===== config.mk =====
export PLATFORM = sky130hd
export DESIGN_NAME = cap_in_filter
export DESIGN_NICKNAME = d
export VERILOG_FILES = /design/src/rtl/cf_pkg.sv /design/src/rtl/cf_strobe_gen.sv /design/src/rtl/cf_run_filter.sv /design/src/rtl/cf_src_sel.sv /design/src/rtl/cap_in_filter.sv
export SDC_FILE = /design/constraint.sdc
export NUM_CORES = 1
export LEC_CHECK = 0
export BUFFER_PORTS_ARGS = -buffer_cell sky130_fd_sc_hd__buf_2
export CORE_MARGIN = 1.5
export CORE_UTILIZATION = 45
export CTS_CLUSTER_SIZE = 28
export DETAILED_ROUTE_END_ITERATION = 7
export GPL_TIMING_DRIVEN = 1
export MAX_ROUTING_LAYER = met4
export PLACE_DENSITY_LB_ADDON = 0.08
export SETUP_SLACK_MARGIN = 0.15
export SYNTH_ARGS = -nofsm -noshare
export SYNTH_HDL_FRONTEND = slang
export SYNTH_SLANG_ARGS = --single-unit
export TNS_END_PERCENT = 50

===== constraint.sdc =====
create_clock -name clk_i -period 3.7 [get_ports clk_i]
set_input_delay 0.185 -clock clk_i [delete_from_list [all_inputs] [get_ports clk_i]]
set_output_delay 0.185 -clock clk_i [all_outputs]
set_load 0.1 [all_outputs]

===== src/rtl/cf_pkg.sv =====
package cf_pkg;
  localparam int unsigned RUN_W = 4;

  typedef enum logic [1:0] {
    SRC_OUT = 2'b00,
    SRC_OWN = 2'b01,
    SRC_NBR = 2'b10,
    SRC_TRG = 2'b11
  } src_mode_e;

  typedef enum logic [1:0] {
    RATE_TCK = 2'd0,
    RATE_D2  = 2'd1,
    RATE_D4  = 2'd2
  } rate_e;

  typedef struct packed {
    logic             bypass;
    rate_e            rate;
    logic [RUN_W-1:0] len;
  } flt_cfg_t;

  function automatic flt_cfg_t decode_code(input logic [3:0] code);
    flt_cfg_t c;
    c.bypass = 1'b0;
    c.rate   = RATE_D4;
    c.len    = RUN_W'(8);
    unique case (code)
      4'd0: begin c.bypass = 1'b1; c.rate = RATE_TCK; c.len = RUN_W'(1); end
      4'd1: begin c.rate = RATE_TCK; c.len = RUN_W'(2); end
      4'd2: begin c.rate = RATE_TCK; c.len = RUN_W'(4); end
      4'd3: begin c.rate = RATE_TCK; c.len = RUN_W'(8); end
      4'd4: begin c.rate = RATE_D2;  c.len = RUN_W'(6); end
      4'd5: begin c.rate = RATE_D2;  c.len = RUN_W'(8); end
      4'd6: begin c.rate = RATE_D4;  c.len = RUN_W'(6); end
      default: begin c.rate = RATE_D4; c.len = RUN_W'(8); end
    endcase
    return c;
  endfunction
endpackage


===== src/rtl/cf_strobe_gen.sv =====
module cf_strobe_gen #(
  parameter int unsigned DIV_W = 2,
  parameter int unsigned LVLS  = 2
) (
  input  logic             clk_i,
  input  logic             rst_ni,
  input  logic [DIV_W-1:0] dts_div_i,
  output logic [LVLS:0]    stb_o
);
  localparam int unsigned CNT_W = 2;

  logic [CNT_W-1:0] dts_cnt_q, dts_lim;
  logic [LVLS-1:0]  sub_cnt_q;
  logic             dts_stb;

  always_comb begin
    unique case (dts_div_i)
      2'b00:   dts_lim = CNT_W'(0);
      2'b01:   dts_lim = CNT_W'(1);
      default: dts_lim = CNT_W'(3);
    endcase
  end

  assign dts_stb = (dts_cnt_q == dts_lim);

  always_ff @(posedge clk_i or negedge rst_ni) begin
    if (!rst_ni) begin
      dts_cnt_q <= '0;
      sub_cnt_q <= '0;
    end else if (dts_stb) begin
      dts_cnt_q <= '0;
      sub_cnt_q <= sub_cnt_q + 1'b1;
    end else begin
      dts_cnt_q <= dts_cnt_q + 1'b1;
    end
  end

  // level 0: every timer clock; level i: every 2^i base strobes
  assign stb_o[0] = 1'b1;
  for (genvar i = 1; i <= LVLS; i++) begin : g_lvl
    assign stb_o[i] = dts_stb & (&sub_cnt_q[i-1:0]);
  end


  stb_nest_chk: assert property (@(posedge clk_i) disable iff (!rst_ni)
    stb_o[2] |-> stb_o[1]);

  d2_gap_chk: assert property (@(posedge clk_i) disable iff (!rst_ni)
    stb_o[1] |=> !stb_o[1]);
endmodule


===== src/rtl/cf_run_filter.sv =====
module cf_run_filter #(
  parameter int unsigned RUN_W   = 4,
  parameter int unsigned MAX_RUN = 8
) (
  input  logic             clk_i,
  input  logic             rst_ni,
  input  logic             stb_i,
  input  logic             bypass_i,
  input  logic [RUN_W-1:0] len_i,
  input  logic             raw_i,
  output logic             filt_o
);
  logic             filt_q, cand_q;
  logic [RUN_W-1:0] cnt_q, cnt_inc;

  assign cnt_inc = cnt_q + 1'b1;

  always_ff @(posedge clk_i or negedge rst_ni) begin
    if (!rst_ni) begin
      filt_q <= 1'b0;
      cand_q <= 1'b0;
      cnt_q  <= '0;
    end else if (bypass_i) begin
      filt_q <= raw_i;
      cand_q <= raw_i;
      cnt_q  <= '0;
    end else if (stb_i) begin
      if (raw_i != cand_q) begin
        cand_q <= raw_i;
        cnt_q  <= RUN_W'(1);
      end else if (cnt_q < len_i) begin
        cnt_q <= cnt_inc;
        if (cnt_inc == len_i) filt_q <= cand_q;
      end
    end
  end

  assign filt_o = filt_q;


  filt_hold_chk: assert property (@(posedge clk_i) disable iff (!rst_ni)
    (!$past(stb_i) && !$past(bypass_i)) |-> $stable(filt_q));

  run_done_chk: assert property (@(posedge clk_i) disable iff (!rst_ni)
    (!$past(bypass_i) && (filt_q != $past(filt_q))) |-> (cnt_q == $past(len_i)));

  run_bound_chk: assert property (@(posedge clk_i) disable iff (!rst_ni)
    cnt_q <= RUN_W'(MAX_RUN));
endmodule


===== src/rtl/cf_src_sel.sv =====
module cf_src_sel (
  input  logic       clk_i,
  input  logic       rst_ni,
  input  logic       mode_wr_i,
  input  logic [1:0] mode_wdata_i,
  input  logic       chan_en_i,
  input  logic       own_i,
  input  logic       nbr_i,
  input  logic       trig_sel_i,
  input  logic       trig_i,
  output logic       cap_o,
  output logic [1:0] mode_o
);
  import cf_pkg::*;

  src_mode_e mode_q;

  always_ff @(posedge clk_i or negedge rst_ni) begin
    if (!rst_ni)                      mode_q <= SRC_OUT;
    else if (mode_wr_i && !chan_en_i) mode_q <= src_mode_e'(mode_wdata_i);
  end

  always_comb begin
    unique case (mode_q)
      SRC_OWN: cap_o = own_i;
      SRC_NBR: cap_o = nbr_i;
      SRC_TRG: cap_o = trig_sel_i & trig_i;
      default: cap_o = 1'b0;
    endcase
  end

  assign mode_o = mode_q;


  mode_lock_chk: assert property (@(posedge clk_i) disable iff (!rst_ni)
    $past(chan_en_i) |-> $stable(mode_q));

  trig_gate_chk: assert property (@(posedge clk_i) disable iff (!rst_ni)
    (mode_q == SRC_TRG && !trig_sel_i) |-> !cap_o);

  out_idle_chk: assert property (@(posedge clk_i) disable iff (!rst_ni)
    (mode_q == SRC_OUT) |-> !cap_o);
endmodule


===== src/rtl/cap_in_filter.sv =====
module cap_in_filter #(
  parameter int unsigned DIV_W   = 2,
  parameter int unsigned CODE_W  = 4,
  parameter int unsigned LVLS    = 2,
  parameter int unsigned MAX_RUN = 8
) (
  input  logic              clk_i,
  input  logic              rst_ni,
  input  logic [DIV_W-1:0]  dts_div_i,
  input  logic [CODE_W-1:0] flt_code_i,
  input  logic              mode_wr_i,
  input  logic [1:0]        mode_wdata_i,
  input  logic              chan_en_i,
  input  logic              raw_i,
  input  logic              nbr_filt_i,
  input  logic              trig_sel_i,
  input  logic              trig_i,
  output logic              filt_o,
  output logic              cap_o,
  output logic [1:0]        mode_o,
  output logic              is_output_o
);
  import cf_pkg::*;

  flt_cfg_t    cfg;
  logic [LVLS:0] stb_vec;
  logic        stb_sel;

  assign cfg = decode_code(flt_code_i);

  cf_strobe_gen #(.DIV_W(DIV_W), .LVLS(LVLS)) u_stb (
    .clk_i     (clk_i),
    .rst_ni    (rst_ni),
    .dts_div_i (dts_div_i),
    .stb_o     (stb_vec)
  );

  always_comb begin
    unique case (cfg.rate)
      RATE_D2: stb_sel = stb_vec[1];
      RATE_D4: stb_sel = stb_vec[2];
      default: stb_sel = stb_vec[0];
    endcase
  end

  cf_run_filter #(.RUN_W(RUN_W), .MAX_RUN(MAX_RUN)) u_flt (
    .clk_i    (clk_i),
    .rst_ni   (rst_ni),
    .stb_i    (stb_sel),
    .bypass_i (cfg.bypass),
    .len_i    (cfg.len),
    .raw_i    (raw_i),
    .filt_o   (filt_o)
  );

  cf_src_sel u_src (
    .clk_i        (clk_i),
    .rst_ni       (rst_ni),
    .mode_wr_i    (mode_wr_i),
    .mode_wdata_i (mode_wdata_i),
    .chan_en_i    (chan_en_i),
    .own_i        (filt_o),
    .nbr_i        (nbr_filt_i),
    .trig_sel_i   (trig_sel_i),
    .trig_i       (trig_i),
    .cap_o        (cap_o),
    .mode_o       (mode_o)
  );

  assign is_output_o = (mode_o == 2'b00);
endmodule


==> results.txt, run 1 <==
- The flow ran to the end, and the final reports show no timing, DRC or antenna violations.
- Maximum operating frequency: 418 MHz
* Clock slew at the register clock pins of the worst setup and hold paths: ~80 ps
* Worst ir drop on vdd: 0.333 mV
- Summed over all failing endpoints, the final setup total negative slack is 0 ps.
- For hold timing, the worst endpoint is u_src.mode_o[0]$_DFFE_PN0P_.
- PwrDens: 637 nW/um^2
- Slowest library cell on the worst path: sky130_fd_sc_hd__or4_4
* Area contributors post-synth: sky130_fd_sc_hd__dfrtp_1 35%, sky130_fd_sc_hd__ha_1 8.8%, sky130_fd_sc_hd__xnor2_1 6.2%, sky130_fd_sc_hd__mux2_2 5.3%, sky130_fd_sc_hd__a21oi_1 2.9%
- Top_reg_cell synth: sky130_fd_sc_hd__dfrtp_1
- Area of the die: 2160 sq um
- Global routing finished with a remaining overflow of 0.
* Average cell area after synthesis: between 9 and 10 sq um
- The wire-length estimate of the detail-placed layout is 1.42 mm.
- Synth area leader: sky130_fd_sc_hd__dfrtp_1
- At the pin with the least slew margin, the transition time is 970 ps.
* Number of enable-type register cells in the synthesized netlist: 0
* Finish-stage setup viols: 0
* Number of port buffers: 20
* Deepest level of the CTS H-tree: 1
- After detailed routing, the number of vias per cell comes to 5.24.
* Growth of design area from synthesis to finish: 20.9%
- The cell area that synthesis handed to floorplanning was 851 sq um.
- Wire length of the first global-routing pass: 2.79 mm
- Antenna violations before repair: 0
* Filler Cell Count: 175
- TritonCTS built the clock tree.
* Total Routed Length: 1.75 mm
* Share of synthesized flip-flops with an asynchronous set or reset: 1.00
- # nets final: 138
- Vias: 734
* Maximum number of pins on one net before global-route repair: 13
- For the worst setup path, the data arrival time is 2600 ps.
- For this run, the number of Yosys warnings is 0.
- The clock arrives with around 6.9 ps of skew.
* Y dimension of the die: approximately 46 microns
- The number of clock buffers added by TritonCTS is 3.
* Instance count of the mapped netlist: 90
* Setup repair after global routing missed its margin: no
- Dpl cells: 135
- The detail route stage leaves a number of antenna-violating nets equal to 0.
- Timing analysis after detailed placement gives a worst setup slack of 1040 ps.
- Cell-by-cell trace of the critical path: buf_2, nor4b_1, a21oi_2, ha_1, nor2b_1, o211ai_1, nand3_1, or4_4, or4_1, nand3_1
* Required @ worst endpoint: between 3000 and 4000 ps
* Worst-case headroom to the max-slew limit: 0.343
- In this run the static leakage power is 0.480 nW.
- In this run the most critical hold path is launched from mode_wdata_i[0].
* Number of distinct library cells after synthesis: 33
- The worst setup path is captured at a flop.
- Synthesized Nets: 112
- The tool flagged a number of max-cap violations equal to 0.
- First-iteration detailed-routing DRC count: 6
- Number of global-route vias before repair: 626
* Placer's final routability congestion estimate: between 0.7 and 0.8
- Pin placement for this block handled 21 I/O pins.
- Number of cells on the worst hold path: 2
- In this run the worst path has a maximum fanout of 6.
- Core outline area: about 1700 sq um
- Of the synthesized area, sequential elements account for 0.353.
- Global router's overall resource usage: 0.196
- In the final layout, the share of cells above drive strength 1 is 0.304.
* Worst path buffer plus inverter count: 1
- Delay contributed by the slowest stage of the critical path: approximately 500 ps
- The clock passes through at most 2 buffers.
* PnR worst setup slack: approximately 1300 ps
* Post-route clock period utilization: 0.647
* Row count: 15
* Top delay family on crit path: simple AND/OR/NAND/NOR gates
- The clock net in this run drives a total of 12 sinks.
- Category of the most critical setup path: in2reg
- The first detailed-routing pass ran for 4 iterations.
- Final max-slew violation count: 0
- Endpoint of the lowest-slack register-to-register path: u_flt.filt_o$_DFFE_PN0P_
- The startpoint identified for the worst register-to-register timing path is u_flt.cnt_q[1]$_DFFE_PN0P_.
* Master cell of the clock root buffer: sky130_fd_sc_hd__clkbuf_4
- Count of non-filler cells in the finished layout: 140
- After detailed routing, the average wire length per cell comes to 12.5 microns.
- Of the post-synthesis cell area, the dominant cell type holds 0.353.
- Floorplan die width: 46.5 microns
* Library cell appearing most often on the critical path: sky130_fd_sc_hd__nand3_1
- For this configuration, the core starts out at a cell density of 0.487.
* Residual DRC: 0
- Antenna Cells: 0
* Number of hold violations in the final report: 0
- Clock latency on the worst-skew pair, taken at its later pin, is 270 ps.
- In this run, synthesis produced a sequential element count of 12.
- Across all register-to-register paths, the minimum setup slack is 1370 ps.
- Post-layout min period: 2390 ps
* Element type at the critical path start: input pin
- Buffers inserted by post-CTS timing repair: 0
* Tightest Hold Check Type: in2reg
* Depth of the worst register-to-register path: 7
- Post-cts resize count: 0
## metal layers
metal	up-vias	wire, microns	track usage	part of all wire
met5	-	0	-	0
met4	0	10	0.0686	0.0057
met3	2	53	0.0471	0.030
met2	14	921	0.328	0.53
met1	342	764	0.228	0.44
li1	376	-	-	-
## synthesized netlist by cell type (2+ instances only)
master and number:
sky130_fd_sc_hd__dfrtp_1 12, sky130_fd_sc_hd__ha_1 6, sky130_fd_sc_hd__o21ai_0 5, sky130_fd_sc_hd__nand2b_1 3, sky130_fd_sc_hd__nor2_1 5, sky130_fd_sc_hd__o21ai_1 3
sky130_fd_sc_hd__nor2b_1 3, sky130_fd_sc_hd__inv_1 5, sky130_fd_sc_hd__a21oi_1 5, sky130_fd_sc_hd__nand2_1 6, sky130_fd_sc_hd__mux2_2 4, sky130_fd_sc_hd__xnor2_1 6
sky130_fd_sc_hd__o31ai_1 2, sky130_fd_sc_hd__nand3_1 5, sky130_fd_sc_hd__o211ai_1 2
## flip-flops by register name, summed over array words and instances (netlist names)
register	flops
u_flt.cand_q	1
u_stb.sub_cnt_q	2
u_flt.filt_o	1
u_flt.cnt_q	4
u_stb.dts_cnt_q	2
u_src.mode_o	2
## worst max path at each step
| stage | startpoint | endpoint | cells after the start |
|---|---|---|---|
| finish | flt_code_i[3] | u_flt.filt_o$_DFFE_PN0P_ | 10 |
| global route | flt_code_i[3] | u_flt.filt_o$_DFFE_PN0P_ | 10 |
| detailed placement | flt_code_i[3] | u_flt.filt_o$_DFFE_PN0P_ | 10 |
| floorplan | u_src.mode_o[1]$_DFFE_PN0P_ | cap_o | 2 |
| CTS | flt_code_i[3] | u_flt.filt_o$_DFFE_PN0P_ | 10 |
| global placement | flt_code_i[3] | u_flt.filt_o$_DFFE_PN0P_ | 10 |
## worst reg2reg max path, delay by kind of cell (launching register included)
kind                       cells  cell delay [ps]
and+or+nand+nor                5             1310
DFF                            1              430
AOI/OAI and AO/OA              1              220
adders and majority gates      1              310
## per-stage QoR
| stage | cell area [sq um] | hold slack, ps | total power [mW] | util |
|---|---|---|---|---|
| 2_1_floorplan | 851 | -111 | 0.481 | - |
| 3_3_place_gp | 982 | 77.7 | 0.542 | 0.563 |
| 3_5_place_dp | 982 | 81.4 | 0.555 | 0.563 |
| 4_1_cts | 1030 | 130 | 0.665 | 0.589 |
| 5_1_grt | 1030 | 130 | 0.715 | 0.589 |
| 6_report | 1030 | 142 | 0.655 | 0.589 |
## cell families after synthesis
logic type | share of synthesized area
and+or+nand+nor | 0.221
AOI/OAI and AO/OA | 0.169
DFF | 0.353
xor gates and xnor gates | 0.0809
adders and majority gates | 0.0882
buffers and inverters | 0.0221
muxes | 0.0662
## layout make-up
| type | count | area, sq um | area share |
|---|---|---|---|
| multi-input combinational | 73 | 532 | 0.517 |
| timing repair buffer | 21 | 110 | 0.107 |
| inverter | 5 | 18.8 | 0.0182 |
| sequential | 12 | 300 | 0.292 |
| tap | 25 | 31.3 | 0.0304 |
| clock buffer | 4 | 36.3 | 0.0353 |
## layout by cell type, fill, tap and decap left out, types with 4 or more instances in the layout
cell type / count
sky130_fd_sc_hd__buf_2: 20
sky130_fd_sc_hd__dfrtp_1: 12
sky130_fd_sc_hd__nand2_1: 6
sky130_fd_sc_hd__xnor2_1: 6
sky130_fd_sc_hd__ha_1: 6
sky130_fd_sc_hd__nor2_1: 5
sky130_fd_sc_hd__inv_1: 5
sky130_fd_sc_hd__nand3_1: 5
sky130_fd_sc_hd__o21ai_0: 5
sky130_fd_sc_hd__a21oi_1: 5
sky130_fd_sc_hd__mux2_2: 4
## power by group
part	switching [mW]	internal, mW	leakage, nW	total [mW]
registers	0.0550	0.176	0.142	0.231
clock network	0.0443	0.0598	0.0210	0.104
logic	0.187	0.133	0.316	0.320
total	0.287	0.369	0.480	0.655
## what timing repair did
action                                 in CTS  in global routing
endpoints found under the hold margin      12                  0
setup endpoints to repair                   0                  0
hold buffers                                1                  0
Power figures use the tool's default switching activity.
==> run 2: changes to the inputs <==
==> constraint.sdc (replaced) <==
create_clock -name clk_i -period 2.16 [get_ports clk_i]
set_input_delay 0.108 -clock clk_i [delete_from_list [all_inputs] [get_ports clk_i]]
set_output_delay 0.108 -clock clk_i [all_outputs]
set_load 0.1 [all_outputs]
==> run 2 against run 1 <==
Final area rose by 14%. Die area did not move. Sequential power rose by 68%. Combinational power rose by 95%. Register-to-register slack got worse by 1300 ps. Core utilization rose by 8.0 points. Via count rose by 8.4%. Setup slack got worse by 1300 ps. Total power rose by 75%. Global-route usage fell by 1.1 points. Critical path depth fell by 3. Critical path type is now reg2reg. Critical endpoint unchanged.
==> results.txt, run 2 (synthesis gave the netlist of run 1 again) <==
- Number of port buffers: 20
- The floorplan step set the die height to 46.5 microns.
- For this run, the slowest stage of the critical path takes slightly below 500 ps.
- The run finished with clean final reports.
* Library cell appearing most often on the critical path: sky130_fd_sc_hd__nand3_1
- The final layout contains 155 nets.
* Max FFs per register: 4
* First-iteration detailed-routing DRC count: 12
- Maximum clock skew at final layout: around 2.2 ps
- Antenna violations before repair: 0
* Post-route clock period utilization: 0.984
- The clock net in this run drives a total of 12 sinks.
* Deepest level of the CTS H-tree: 1
* Element type at the critical path start: flop
* Via density: 5.10
* Actual slew at the worst max-slew pin: approximately 530 ps
* DRT antenna net count: 0
* Cell leakage power: 0.561 nW
* Fraction of layout instances using a drive strength above 1: 0.427
- From synthesis to final layout, the design area changed by 37.2%.
* Area of the die: 2160 sq um
- For this design the top-level I/O count stands at 21.
- Number of search-and-repair iterations in the first detailed-routing pass: 4
- Total global routing overflow: 0
* Maximum number of pins on one net before global-route repair: 13
- Leading cell types in the layout, fill and taps excluded: 20 x sky130_fd_sc_hd__buf_2, 17 x sky130_fd_sc_hd__buf_4, 12 x sky130_fd_sc_hd__dfrtp_1
* Kind of capture point of the worst setup path: flop
- TritonCTS built the clock tree.
* Skew-Pair Late Insertion Delay: 270 ps
* Worst path depth: 7
- Along the worst path, the maximum fanout reaches 3.
- STA puts the critical path data arrival time at between 2000 and 2500 ps.
* Most common cell after layout, fill and taps aside: sky130_fd_sc_hd__buf_2
- Finish-stage setup viols: 0
- The cell sitting at the root of the clock tree is a sky130_fd_sc_hd__clkbuf_4.
- CTS Buf Count: 3
- The repair_antennas step left the layout with diodes totalling 0.
- Final max-slew violation count: 0
- Vias: around 800
- Tightest Hold Check Type: in2reg
* Slowest library cell on the worst path: sky130_fd_sc_hd__or4_4
- Maximum count of clock buffers along a single path: 2
- PwrDens: 982 nW/um^2
- u_flt.cnt_q holds more flip-flops than any other register.
* Buffers inserted by post-CTS timing repair: 0
- Together, buffers and inverters on the worst path number 0.
- The floorplan step set the die width to 46.5 microns.
- For this run, the total global-route usage over all layers was measured as 0.185.
- The smallest clock period supported by the final layout is computed as around 2100 ps.
- The region available for standard cell placement spans 1750 sq um.
* Setup repair after global routing missed its margin: yes
- IR analysis of the VDD net gives a maximum drop of between 0.6 and 0.7 mV.
- The first global-routing pass estimated between 2 and 3 mm of wire.
* Row count: 15
- The count of endpoints failing hold in the final timing report was 0.
- Routability-driven placement finished with a final weighted congestion of ~0.87.
* Overall power consumption: 1.15 mW
- Category of the most critical setup path: reg2reg
- After detailed routing, the average wire length per cell comes to 10.9 microns.
* Worst hold slack: between 60 and 70 ps
- The tool flagged a number of max-cap violations equal to 0.
- Cell-by-cell trace of the critical path: ha_1, nor2b_1, o211ai_1, nand3_1, or4_4, or4_1, nand3_1
- Clock slew at the register clock pins of the worst setup and hold paths: around 70 ps
- Initial standard-cell utilization of the core: 0.487
* Top delay family on crit path: simple AND/OR/NAND/NOR gates
* Maximum operating frequency: 471 MHz
- The number of global-route vias before repair came to approximately 660.
* Residual DRC: 0
- Total Routed Length: around 1.7 mm
- Measured against its own limit, the worst slew margin works out to 0.648.
- DPL Wire Length: around 1.4 mm
* Depth of the worst register-to-register path: 7
- Counting instances, the worst hold path has a depth of 2.
- At the worst endpoint, the required time is 2360 ps.
[run 2: worst paths after layout]
kind	startpoint	to	slack (ps)
hold / removal	mode_wdata_i[0]	u_src.mode_o[0]$_DFFE_PN0P_	70
setup / recovery	u_flt.cnt_q[1]$_DFFE_PN0P_	u_flt.filt_o$_DFFE_PN0P_	30
hold reg to reg	u_stb.sub_cnt_q[1]$_DFFE_PN0P_	u_stb.sub_cnt_q[1]$_DFFE_PN0P_	510
setup reg to reg	u_flt.cnt_q[1]$_DFFE_PN0P_	u_flt.filt_o$_DFFE_PN0P_	30
min in group asynchronous	rst_ni	u_src.mode_o[0]$_DFFE_PN0P_	260
max in group asynchronous	rst_ni	u_flt.cand_q$_DFFE_PN0P_	1680
[run 2: area by class of cell]
| type | count | area (sq um) |
|---|---|---|
| Clock buffer | 3 | 22.5 |
| Sequential cell | 12 | 300 |
| Inverter | 5 | 18.8 |
| Tap cell | 25 | 31.3 |
| Timing Repair Buffer | 38 | 238 |
| Multi-Input combinational cell | 73 | 557 |
| Fill cell | 154 | 578 |
[run 2: repair_timing]
action / CTS / global route
hold buffers: 1 / 0
resized for setup: 1 / 2
setup endpoints to repair: 1 / 4
cloned: 0 / 0
pin swaps: 5 / 1
hold endpoints to repair: 12 / 0
[run 2: power breakdown]
| part | switching (mW) | internal, mW | leakage (nW) |
|---|---|---|---|
| clock | 0.0696 | 0.0644 | 0.0138 |
| combinational | 0.339 | 0.286 | 0.405 |
| sequential | 0.0854 | 0.302 | 0.142 |
[run 2: metal layers]
metal	wire, microns	part of all wire	track usage	vias up
li1	-	-	-	414
met1	774	0.46	0.218	369
met2	865	0.51	0.303	13
met3	59	0.035	0.0706	0
met4	0	0	0.0343	0
met5	0	0	-	-
[run 2: through the flow]
| step | TNS [ps] | instance area (sq um) | utilization | instances | setup WS (ps) |
|---|---|---|---|---|---|
| after global placement | -315 | 1120 | 0.639 | 152 | -315 |
| after floorplan | -131 | 857 | - | 90 | -131 |
| after CTS | 0 | 1150 | 0.662 | 156 | 3.57 |
| after detailed placement | -324 | 1120 | 0.639 | 152 | -324 |
| final | 0 | 1170 | 0.669 | 156 | 34.7 |
| after global routing | -74.8 | 1170 | 0.669 | 156 | -74.8 |
